`config.mk`:
```
export PLATFORM = sky130hd
export DESIGN_NAME = macctl_top
export DESIGN_NICKNAME = d
export VERILOG_FILES = /design/src/rtl/macctl_pkg.sv /design/src/rtl/macctl_fields.sv /design/src/rtl/macctl_abort.sv /design/src/rtl/macctl_flags.sv /design/src/rtl/macctl_top.sv
export SDC_FILE = /design/constraint.sdc
export NUM_CORES = 1
export LEC_CHECK = 0
export BUFFER_PORTS_ARGS = -buffer_cell sky130_fd_sc_hd__buf_2
export CORE_MARGIN = 1
export CORE_UTILIZATION = 27
export DETAILED_ROUTE_END_ITERATION = 7
export PLACE_DENSITY = 0.63
export SLEW_MARGIN = 20
export SYNTH_ARGS = -nofsm -noshare
export SYNTH_HDL_FRONTEND = slang
export SYNTH_SLANG_ARGS = --single-unit
```
`constraint.sdc`:
```
create_clock -name clk -period 0.8 [get_ports clk]
set_input_delay 0 -clock clk [delete_from_list [all_inputs] [get_ports clk]]
set_output_delay 0 -clock clk [all_outputs]
set_load 0.01 [all_outputs]
```
`src/rtl/macctl_pkg.sv`:
```
package macctl_pkg;
  localparam int CTL_W  = 5;
  localparam int RST_B  = 0;
  localparam int SLP_B  = 1;
  localparam int MGC_B  = 2;
  localparam int ENA_B  = 3;
  localparam int TSE_B  = 4;
  localparam int FLG_W  = 2;
  localparam int WAKE_F = 0;
  localparam int BERR_F = 1;
  localparam logic [CTL_W-1:0] CTL_RESET = '0;
endpackage

```
`src/rtl/macctl_fields.sv`:
```
module macctl_fields
  import macctl_pkg::*;
#(
  parameter int W = CTL_W
) (
  input  logic         clk,
  input  logic         rst_n,
  input  logic         we,
  input  logic [W-1:0] wdata,
  input  logic         bus_err,
  output logic [W-1:0] ctl_q
);
  logic [W-1:0] ctl_d;

  always_comb begin
    ctl_d = ctl_q;
    if (we) begin
      ctl_d = wdata;
      if (wdata[RST_B]) ctl_d[ENA_B] = 1'b0;
    end
    if (bus_err) ctl_d[ENA_B] = 1'b0;
    if (ctl_q[RST_B]) ctl_d = CTL_RESET;
  end

  always_ff @(posedge clk or negedge rst_n) begin
    if (!rst_n) ctl_q <= CTL_RESET;
    else        ctl_q <= ctl_d;
  end
endmodule

```
`src/rtl/macctl_abort.sv`:
```
module macctl_abort (
  input  logic clk,
  input  logic rst_n,
  input  logic en,
  input  logic tx_busy,
  output logic abort
);
  logic en_d1_q;
  logic en_d1_d;

  assign en_d1_d = en;

  always_ff @(posedge clk or negedge rst_n) begin
    if (!rst_n) en_d1_q <= 1'b0;
    else        en_d1_q <= en_d1_d;
  end

  assign abort = en_d1_q & ~en & tx_busy;
endmodule

```
`src/rtl/macctl_flags.sv`:
```
module macctl_flags #(
  parameter int N = 2
) (
  input  logic         clk,
  input  logic         rst_n,
  input  logic [N-1:0] set_ev,
  input  logic         clr_we,
  input  logic [N-1:0] clr_mask,
  output logic [N-1:0] flag_q
);
  for (genvar i = 0; i < N; i++) begin : g_flag
    logic fl_d;
    logic fl_en;
    assign fl_en = set_ev[i] | (clr_we & clr_mask[i]);
    assign fl_d  = set_ev[i];
    always_ff @(posedge clk or negedge rst_n) begin
      if (!rst_n)     flag_q[i] <= 1'b0;
      else if (fl_en) flag_q[i] <= fl_d;
    end
  end
endmodule

```
`src/rtl/macctl_top.sv`:
```
module macctl_top
  import macctl_pkg::*;
(
  input  logic             clk,
  input  logic             rst_n,
  input  logic             ctl_we,
  input  logic [CTL_W-1:0] ctl_wdata,
  input  logic             flag_clr_we,
  input  logic [FLG_W-1:0] flag_clr,
  input  logic             bus_err_i,
  input  logic             tx_busy_i,
  input  logic             magic_det_i,
  output logic [CTL_W-1:0] ctl_q,
  output logic [FLG_W-1:0] flags_q,
  output logic             mac_rst_o,
  output logic             rx_en_o,
  output logic             tx_en_o,
  output logic             dma_fifo_rst_o,
  output logic             crc_abort_o,
  output logic             ts_en_o,
  output logic             sleep_o,
  output logic             magic_arm_o
);
  logic [1:0]       rsync_q;
  logic             rst_int_n;
  logic [FLG_W-1:0] set_ev;

  always_ff @(posedge clk or negedge rst_n) begin
    if (!rst_n) rsync_q <= 2'b00;
    else        rsync_q <= {rsync_q[0], 1'b1};
  end
  assign rst_int_n = rsync_q[1];

  macctl_fields #(.W(CTL_W)) u_fields (
    .clk     (clk),
    .rst_n   (rst_int_n),
    .we      (ctl_we),
    .wdata   (ctl_wdata),
    .bus_err (bus_err_i),
    .ctl_q   (ctl_q)
  );

  macctl_abort u_abort (
    .clk     (clk),
    .rst_n   (rst_int_n),
    .en      (ctl_q[ENA_B]),
    .tx_busy (tx_busy_i),
    .abort   (crc_abort_o)
  );

  assign magic_arm_o    = ctl_q[SLP_B] & ctl_q[MGC_B];
  assign set_ev[WAKE_F] = magic_det_i & magic_arm_o;
  assign set_ev[BERR_F] = bus_err_i;

  macctl_flags #(.N(FLG_W)) u_flags (
    .clk      (clk),
    .rst_n    (rst_int_n),
    .set_ev   (set_ev),
    .clr_we   (flag_clr_we),
    .clr_mask (flag_clr),
    .flag_q   (flags_q)
  );

  assign mac_rst_o      = ctl_q[RST_B];
  assign rx_en_o        = ctl_q[ENA_B];
  assign tx_en_o        = ctl_q[ENA_B];
  assign dma_fifo_rst_o = ~ctl_q[ENA_B];
  assign ts_en_o        = ctl_q[TSE_B];
  assign sleep_o        = ctl_q[SLP_B];
endmodule

```
## Word level (Yosys, flattened, before mapping)

Index checks and enable logic that the tools add are counted.

| operators by class | value |
|---|---|
| mux-type cells | 4 |
| bitwise gates (word level) | 9 |
| reductions and logical operators | 2 |

Operator list:

| operator | count |
|---|---|
| 5-bit 2-to-1 mux | 2 |
| 1-bit AND | 6 |
| 3-bit nonzero test | 1 |
| 1-bit 2-to-1 mux | 2 |
| 1-bit bitwise OR | 2 |
| 2-bit nonzero test | 1 |
| 1-bit NOT | 1 |

| word-level totals | value |
|---|---|
| bits in registers | 10 |
| bits of input ports | 14 |
| output and inout bits | 15 |
| word-level logic and storage cells | 21 |

## Logic depth before layout (Yosys ltp)

Gate-level depths: netlist (run 1).

| depth | value |
|---|---|
| depth in word-level cells | 4 |
| gate-level depth with buffers | 3 |
| depth with buffers taken out | 2 |

## Cells and area by module

Synthesis (run 1) repeated with hierarchy kept, for this count alone.

| unflattened totals | value |
|---|---|
| cells, all modules | 36 |
| area total of the unflattened synthesis | 425.4 sq um |

Modules (own cells, without submodules):

| module | times used | cells each | area an instance (sq um) |
|---|---|---|---|
| macctl_fields | 1 | 17 | 211.5 |
| macctl_top | 1 | 11 | 107.6 |
| macctl_flags | 1 | 6 | 72.6 |
| macctl_abort | 1 | 2 | 33.8 |

## Worst setup path before layout (run 1)

Ideal clock, no wire load.

| path | value |
|---|---|
| kind | flip-flop to flip-flop |
| start | register u_fields.ctl_q[1] |
| end | register u_flags.flag_q[0] |
| data arrival time | 0.842 ns |
| data required time | 0.679 ns |
| slack | -0.163 ns |
| cell stages (with the launch flop) | 3 |
| buffers on the path | 0 |
| path through | dfrtp_1 > and2_1 > a22o_1 |

| between the ends | value |
|---|---|
| word-level cells in the longest chain between the ends | 3 |

RTL lines:

| item | RTL line | source |
|---|---|---|
| start: declaration | macctl_fields.sv:11 | `output logic [W-1:0] ctl_q` |
| start signal: assignment | macctl_fields.sv:27 | `else ctl_q <= ctl_d;` |
| 1-bit AND * | macctl_top.sv:51 | `assign magic_arm_o = ctl_q[SLP_B] & ctl_q[MGC_B];` |
| net magic_arm_o | macctl_top.sv:22 | `output logic magic_arm_o` |
| 1-bit AND * | macctl_top.sv:52 | `assign set_ev[WAKE_F] = magic_det_i & magic_arm_o;` |
| 1-bit bitwise OR | macctl_flags.sv:14 | `assign fl_en = set_ev[i] \| (clr_we & clr_mask[i]);` |
| end signal: indexed assignment | macctl_flags.sv:18 | `else if (fl_en) flag_q[i] <= fl_d;` |
| end: declaration | macctl_flags.sv:9 | `output logic [N-1:0] flag_q` |

The timed path passes the listed nets; every way through them passes the cells marked *.
A chain may end at the register's enable or synchronous reset.

## Worst setup path after layout (run 1)

| path | value |
|---|---|
| start | register u_fields.ctl_q[3] |
| end | output crc_abort_o |

| between the ends | value |
|---|---|
| word-level cells in the longest chain between the ends | 3 |

RTL lines:

| item | RTL line | source |
|---|---|---|
| 1-bit NOT | macctl_abort.sv:18 | `assign abort = en_d1_q & ~en & tx_busy;` |
| 1-bit AND (2 in series) | macctl_abort.sv:18 |  |
| end: declaration | macctl_top.sv:19 | `output logic crc_abort_o,` |

Every way passes these cells.

==> results of run 1 <==
==> path summary, 6_finish.rpt <==
path / startpoint / to
min in group asynchronous: rst_n / rsync_q[0]$_DFF_PN0_
worst max register to register: u_fields.ctl_q[1]$_DFFE_PN0P_ / u_flags.flag_q[0]$_DFFE_PN0P_
max in group asynchronous: rsync_q[1]$_DFF_PN0_ / u_fields.ctl_q[0]$_DFFE_PN0P_
worst max-delay path: u_fields.ctl_q[3]$_DFFE_PN0P_ / crc_abort_o
worst min-delay path: flag_clr[1] / u_flags.flag_q[1]$_DFFE_PN0P_
worst min register to register: rsync_q[1]$_DFF_PN0_ / u_fields.ctl_q[1]$_DFFE_PN0P_
==> power breakdown <==
group	internal (W)	switching, W
clock	0.000276	0.000171
combinational	0.000172	0.000101
sequential	0.000544	0.0000328
==> per-stage QoR <==
stage               utilization (%)  worst slack (ps)  hold slack (ps)  instances  setup TNS (ps)
floorplan                         -             -94.5             -296         35           -94.5
global placement               37.6             -11.9             -214         75           -11.9
detailed placement             37.6             -28.0             -213         75           -28.0
CTS                            49.5              -179             11.4         89           -1380
global route                   50.2              -235             13.7         89           -1990
finish                         50.2              -184             15.3         89           -1310
==> flip-flops by register name, indices dropped and copies added (netlist names) <==
name             flops
rsync_q              2
u_flags.flag_q       2
u_abort.en_d1_q      1
u_fields.ctl_q       5
==> per-layer routing <==
metal	wire, microns	GRT usage [%]	part of all wire, %	vias to the layer above
met5	0	0	0	-
met4	0	1.88	0	0
met3	78	6.90	8.5	0
met2	471	19.7	51	21
met1	366	11.3	40	163
li1	-	-	-	185
==> Yosys cell counts <==
master / count
dfrtp_1: 10
buf_4: 5
nor2_1: 4
mux2i_1: 3
nand2_1: 3
a211oi_2: 1
a21o_1: 1
a22o_1: 1
and2_1: 1
and3_1: 1
buf_6: 1
conb_1: 1
inv_1: 1
nand2b_4: 1
nand3b_4: 1
==> critical path: cells and delay by family, from the launching register on <==
kind,cells,cell delay [ps]
simple gates,1,160
flops,1,420
buf+inv,2,140
==> cell type report <==
| cell class | count | area, sq um |
|---|---|---|
| fill | 149 | 749 |
| sequential | 10 | 253 |
| tap | 16 | 20.0 |
| clock buffer | 4 | 36.3 |
| inverter | 1 | 3.75 |
| multi-input combinational | 18 | 143 |
| timing repair buffer | 40 | 302 |
==> what timing repair did <==
| item | 4_1_cts | 5_1_grt |
|---|---|---|
| setup buffers | 2 | 0 |
| endpoints found under the setup margin | 15 | 19 |
| endpoints found under the hold margin | 9 | 0 |
| hold buffers | 8 | 0 |
| gates resized for setup | 11 | 2 |
| pin swaps | 0 | 1 |
==> kinds of logic (layout without fill, tap and decap cells) <==
| logic type | count (synthesis) | count (layout) | synth area share (%) |
|---|---|---|---|
| simple gates | 11 | 11 | 16.6 |
| flops | 10 | 10 | 57.1 |
| buf+inv | 7 | 45 | 12.0 |
| compound gates | 3 | 3 | 6.57 |
| mux | 3 | 3 | 6.86 |
| other cells | 1 | 1 | 0.856 |
==> results_dict.tcl, run 1 <==
set metrics [dict create \
    power.density_cell_area_nw_per_um2 1710 \
    via_count 369 \
    fp.dieArea_sq_um 1790 \
    placed_cell_area_sq_um 567 \
    layout_common_cells "21 x buf_2, 9 x buf_6, 8 x dlygate4sd3_1, 8 x dfrtp_1, 4 x nor2_1" \
    grt_overflow_total 0 \
    grt_pass1_wl_microns 1440 \
    synth.net_count 49 \
    final_cell_area_sq_um 757 \
    timing.critical_path.cells "inv_2 -> and3_4 -> buf_6" \
    finalHoldViolations 0 \
    final-setup-viol-count 13 \
    cap_viol_max_count 0 \
    synth-warning-count 0 \
    p_leak_nw 0.407 \
    worst_path_largest_cell_delay_ps 420 \
    chipWidth_microns 42.3 \
    r2r_setup_slack_ps -70 \
    largest_net_degree_at_the_start_of_global_routing 9 \
    max_slew_violation_total_from_the_final_report 0 \
    mostFrequentLayoutCell "buf_2" \
    worst-r2r-cell-count 2 \
    finClkSkew_ps 8.10 \
    drive_above_1_share_pct 60.3 \
    nNetsFinal 88 \
    synthesis.instances 35 \
    antenna_violations_before_repair 0 \
    gr-usage-all-layers_pct 11.2 \
    core_box_area_sq_um 1510 \
    cts-root-to-sink-buffers 2 \
    max_freq_mhz 1020 \
    drt_wl_total_microns 916 \
    totalPowerFinal_w 0.00130 \
    post_synth.cell_area_avg_sq_um 12.5 \
    synth.yosys.seq_area_share_pct 57.1 \
    cts_made_buffers 3 \
    synth.lib_cells_used.distinct 15 \
    wire_per_inst_microns 10.3 \
    netlist.area_leader.share_pct 57.1 \
    synthDominantAreaCellType "dfrtp_1" \
    cp_data_required_time_ps 800 \
    antenna-diode-count 0 \
    area.growth.synth_to_final_pct 72.9 \
    floorplan.rows 14 \
    timing.critical_path.slowest_stage_cell "dfrtp_2" \
    crit_fanout 2 \
    criticalPathCategory "flip-flop to output pin" \
    worst-endpoint-arrival_ps 980 \
    endpoint_kind "output pin" \
    netlist_top_cells_area "dfrtp_1 57%, buf_4 8.6%, mux2i_1 6.9%, nand3b_4 4.6%, nor2_1 3.4%" \
    post-route-drc-count 0 \
    initialDrtViolationCount 0 \
    finalWorstPathRequiredPeriod_ps 984 \
    kind_of_launch_point_of_the_worst_setup_path "flip-flop" \
    final.period_utilization_pct 123 \
    clk_pin_slew_worst_paths_ps 70 \
    hold_class "input pin to flip-flop" \
    ctsRootBufferMaster "clkbuf_4" \
    first_global_vias 353 \
    htree_levels 1 \
    first_pass_iters 1 \
    via_per_inst 4.15 \
    ant_nets 0 \
    worst_skew_pair.late_latency_ps 260 \
    portBuffers 28 \
    initial_core_util_pct 29.1 \
    post-route-worst-setup-slack_ps -184 \
    fp.dieH_microns 42.3 \
    violations_in_the_final_reports "negative setup slack" \
    grt_setup_unrepaired "true" \
    numClockSinks 10 \
    cts_tree "built" \
    result_of_the_run "finished, violations left" \
    netlist_area_sq_um 438 \
    globalplace.congestion 0.626 \
    ir_drop_mv 0.980 \
    seq_cells_post_synth 10 \
    hold_depth 3 \
    detailed_place_hpwl_microns 583 \
    boundaryPins 29 \
]
Power figures use the tool's default switching activity.
==> run 2: changes to the inputs <==
==> constraint.sdc (replaced) <==
create_clock -name clk -period 1.3 [get_ports clk]
set_input_delay 0 -clock clk [delete_from_list [all_inputs] [get_ports clk]]
set_output_delay 0 -clock clk [all_outputs]
set_load 0.01 [all_outputs]
==> results_dict.tcl, run 2 (same netlist as run 1, synthesis figures left out) <==
set metrics [dict create \
    cts_setup_buffers 0 \
    final-setup-viol-count 0 \
    post-route-util_pct 44.2 \
    post-route-drc-count 1 \
    cp_data_required_time_ps 1300 \
    numClockSinks 10 \
    antenna-diode-count 0 \
    placed_cell_area_sq_um 549 \
    area.growth.synth_to_final_pct 52.0 \
    largest_net_degree_at_the_start_of_global_routing 9 \
    criticalPathCategory "flip-flop to output pin" \
    result_of_the_run "finished, violations left" \
    crit-reg2reg-capture "u_flags.flag_q[0]$_DFFE_PN0P_" \
    endpoint_kind "output pin" \
    cap_viol_max_count 0 \
    first_pass_iters 5 \
    gr-usage-all-layers_pct 9.19 \
    timing.critical_path.slowest_stage_cell "dfrtp_1" \
    core_box_area_sq_um 1510 \
    final.fill_count 144 \
    dpl.cell_count 73 \
    cts_tree "built" \
    ant_nets 0 \
    ctsRootBufferMaster "clkbuf_4" \
    cts_made_buffers 3 \
    top_register "u_fields.ctl_q" \
    worst_skew_pair.late_latency_ps 260 \
    hold_depth 3 \
    antenna_violations_before_repair 0 \
    grt_setup_unrepaired "false" \
    nNetsFinal 84 \
    cp.buffers_inverters 2 \
    r2r_setup_slack_ps 390 \
    ir_drop_mv 0.705 \
    initialDrtViolationCount 2 \
    boundaryPins 29 \
    mostFrequentLayoutCell "buf_2" \
    grt_overflow_total 0 \
    final_cell_count_no_fill 85 \
    worst_path_largest_cell_delay_ps 460 \
    max_freq_mhz 949 \
    detailed_place_hpwl_microns 600 \
    worst-endpoint-arrival_ps 1050 \
    wire_per_inst_microns 8.87 \
    fp.dieH_microns 42.3 \
    via_per_inst 4.11 \
    fp.dieArea_sq_um 1790 \
    largestRegisters "u_fields.ctl_q: 5 flops, rsync_q: 2 flops, u_flags.flag_q: 2 flops" \
    finClkSkew_ps 5.23 \
    final_cell_area_sq_um 666 \
    timing.hold.worst_endpoint "u_flags.flag_q[1]$_DFFE_PN0P_" \
    violations_in_the_final_reports "design-rule violations" \
    worstReg2RegStart "u_fields.ctl_q[1]$_DFFE_PN0P_" \
    initial_core_util_pct 29.1 \
    worstHoldStart "flag_clr[1]" \
    seq_area_sq_um 250 \
    power.density_cell_area_nw_per_um2 1120 \
    globalplace.congestion 0.630 \
    htree_levels 1 \
    clk_pin_slew_worst_paths_ps 70 \
    fin_hold_ws_ps 25.2 \
    p_leak_nw 0.378 \
    worst-r2r-cell-count 2 \
    crit_fanout 6 \
    via_count 349 \
    multi_input_area_sq_um 135 \
    portBuffers 28 \
    layout_common_cells "28 x buf_2, 10 x dfrtp_1, 8 x dlygate4sd3_1, 4 x nor2_1" \
    final.period_utilization_pct 81.1 \
    grt_pass1_wl_microns 1190 \
    cts-root-to-sink-buffers 2 \
    final.setup.tns_ps 0 \
    chipWidth_microns 42.3 \
    hold_class "input pin to flip-flop" \
    finalHoldViolations 0 \
    first_global_vias 282 \
    finalWorstPathRequiredPeriod_ps 1050 \
    largest_reg_flops 5 \
    drive_above_1_share_pct 50.7 \
    drt_wl_total_microns 754 \
    timing.critical_path.cells "inv_1 -> and3_1 -> buf_2" \
    floorplan.rows 14 \
    kind_of_launch_point_of_the_worst_setup_path "flip-flop" \
    crit_family "flip-flops" \
    max_slew_violation_total_from_the_final_report 0 \
]
-- run 2: layer usage --
layer	global-route usage, %	part of all wire (%)
met5	0	0
met4	3.75	0
met3	5.17	9.7
met2	13.8	42
met1	10.7	48
-- run 2: where the power goes --
group	internal (W)	switching (W)
combinational	0.0000704	0.0000517
sequential	0.000334	0.0000198
clock	0.000170	0.000101
total	0.000574	0.000172
-- run 2: worst reg2reg max path: cells and delay by family (launching register included) --
kind	cells	cell delay, ps
flip-flops	1	400
AO/OA/AOI/OAI	1	230
AND/OR/NAND/NOR	1	170
-- run 2: repair_timing --
item,in CTS,in global routing
gates resized for setup,0,0
endpoints found under the hold margin,9,0
hold buffers,8,0
-- run 2: stage by stage --
stage                     power (W)  setup WS (ps)
after floorplan            0.000424            337
after global placement     0.000466            433
after detailed placement   0.000467            391
after CTS                  0.000767            218
after global routing       0.000793            172
final                      0.000746            246
-- run 2: cell type report --
class                   instances  share of cell area [%]
multi-input cells              18                    20.3
clock buffers                   4                    5.45
inverters                       1                   0.564
flip-flops and latches         10                    37.6
repair buffers                 36                    33.1
well taps                      16                    3.01
-- run 2: how the worst max path moves through the flow --
stage                                   from                       endpoint  slack (ps)  cells after the start
2_1_floorplan  u_fields.ctl_q[1]$_DFFE_PN0P_  u_flags.flag_q[0]$_DFFE_PN0P_         340                      2
3_3_place_gp   u_fields.ctl_q[1]$_DFFE_PN0P_  u_flags.flag_q[0]$_DFFE_PN0P_         430                      2
3_5_place_dp   u_fields.ctl_q[1]$_DFFE_PN0P_  u_flags.flag_q[0]$_DFFE_PN0P_         390                      2
4_1_cts        u_fields.ctl_q[3]$_DFFE_PN0P_                    crc_abort_o         220                      3
5_1_grt        u_fields.ctl_q[3]$_DFFE_PN0P_                    crc_abort_o         170                      3
6_report       u_fields.ctl_q[3]$_DFFE_PN0P_                    crc_abort_o         250                      3
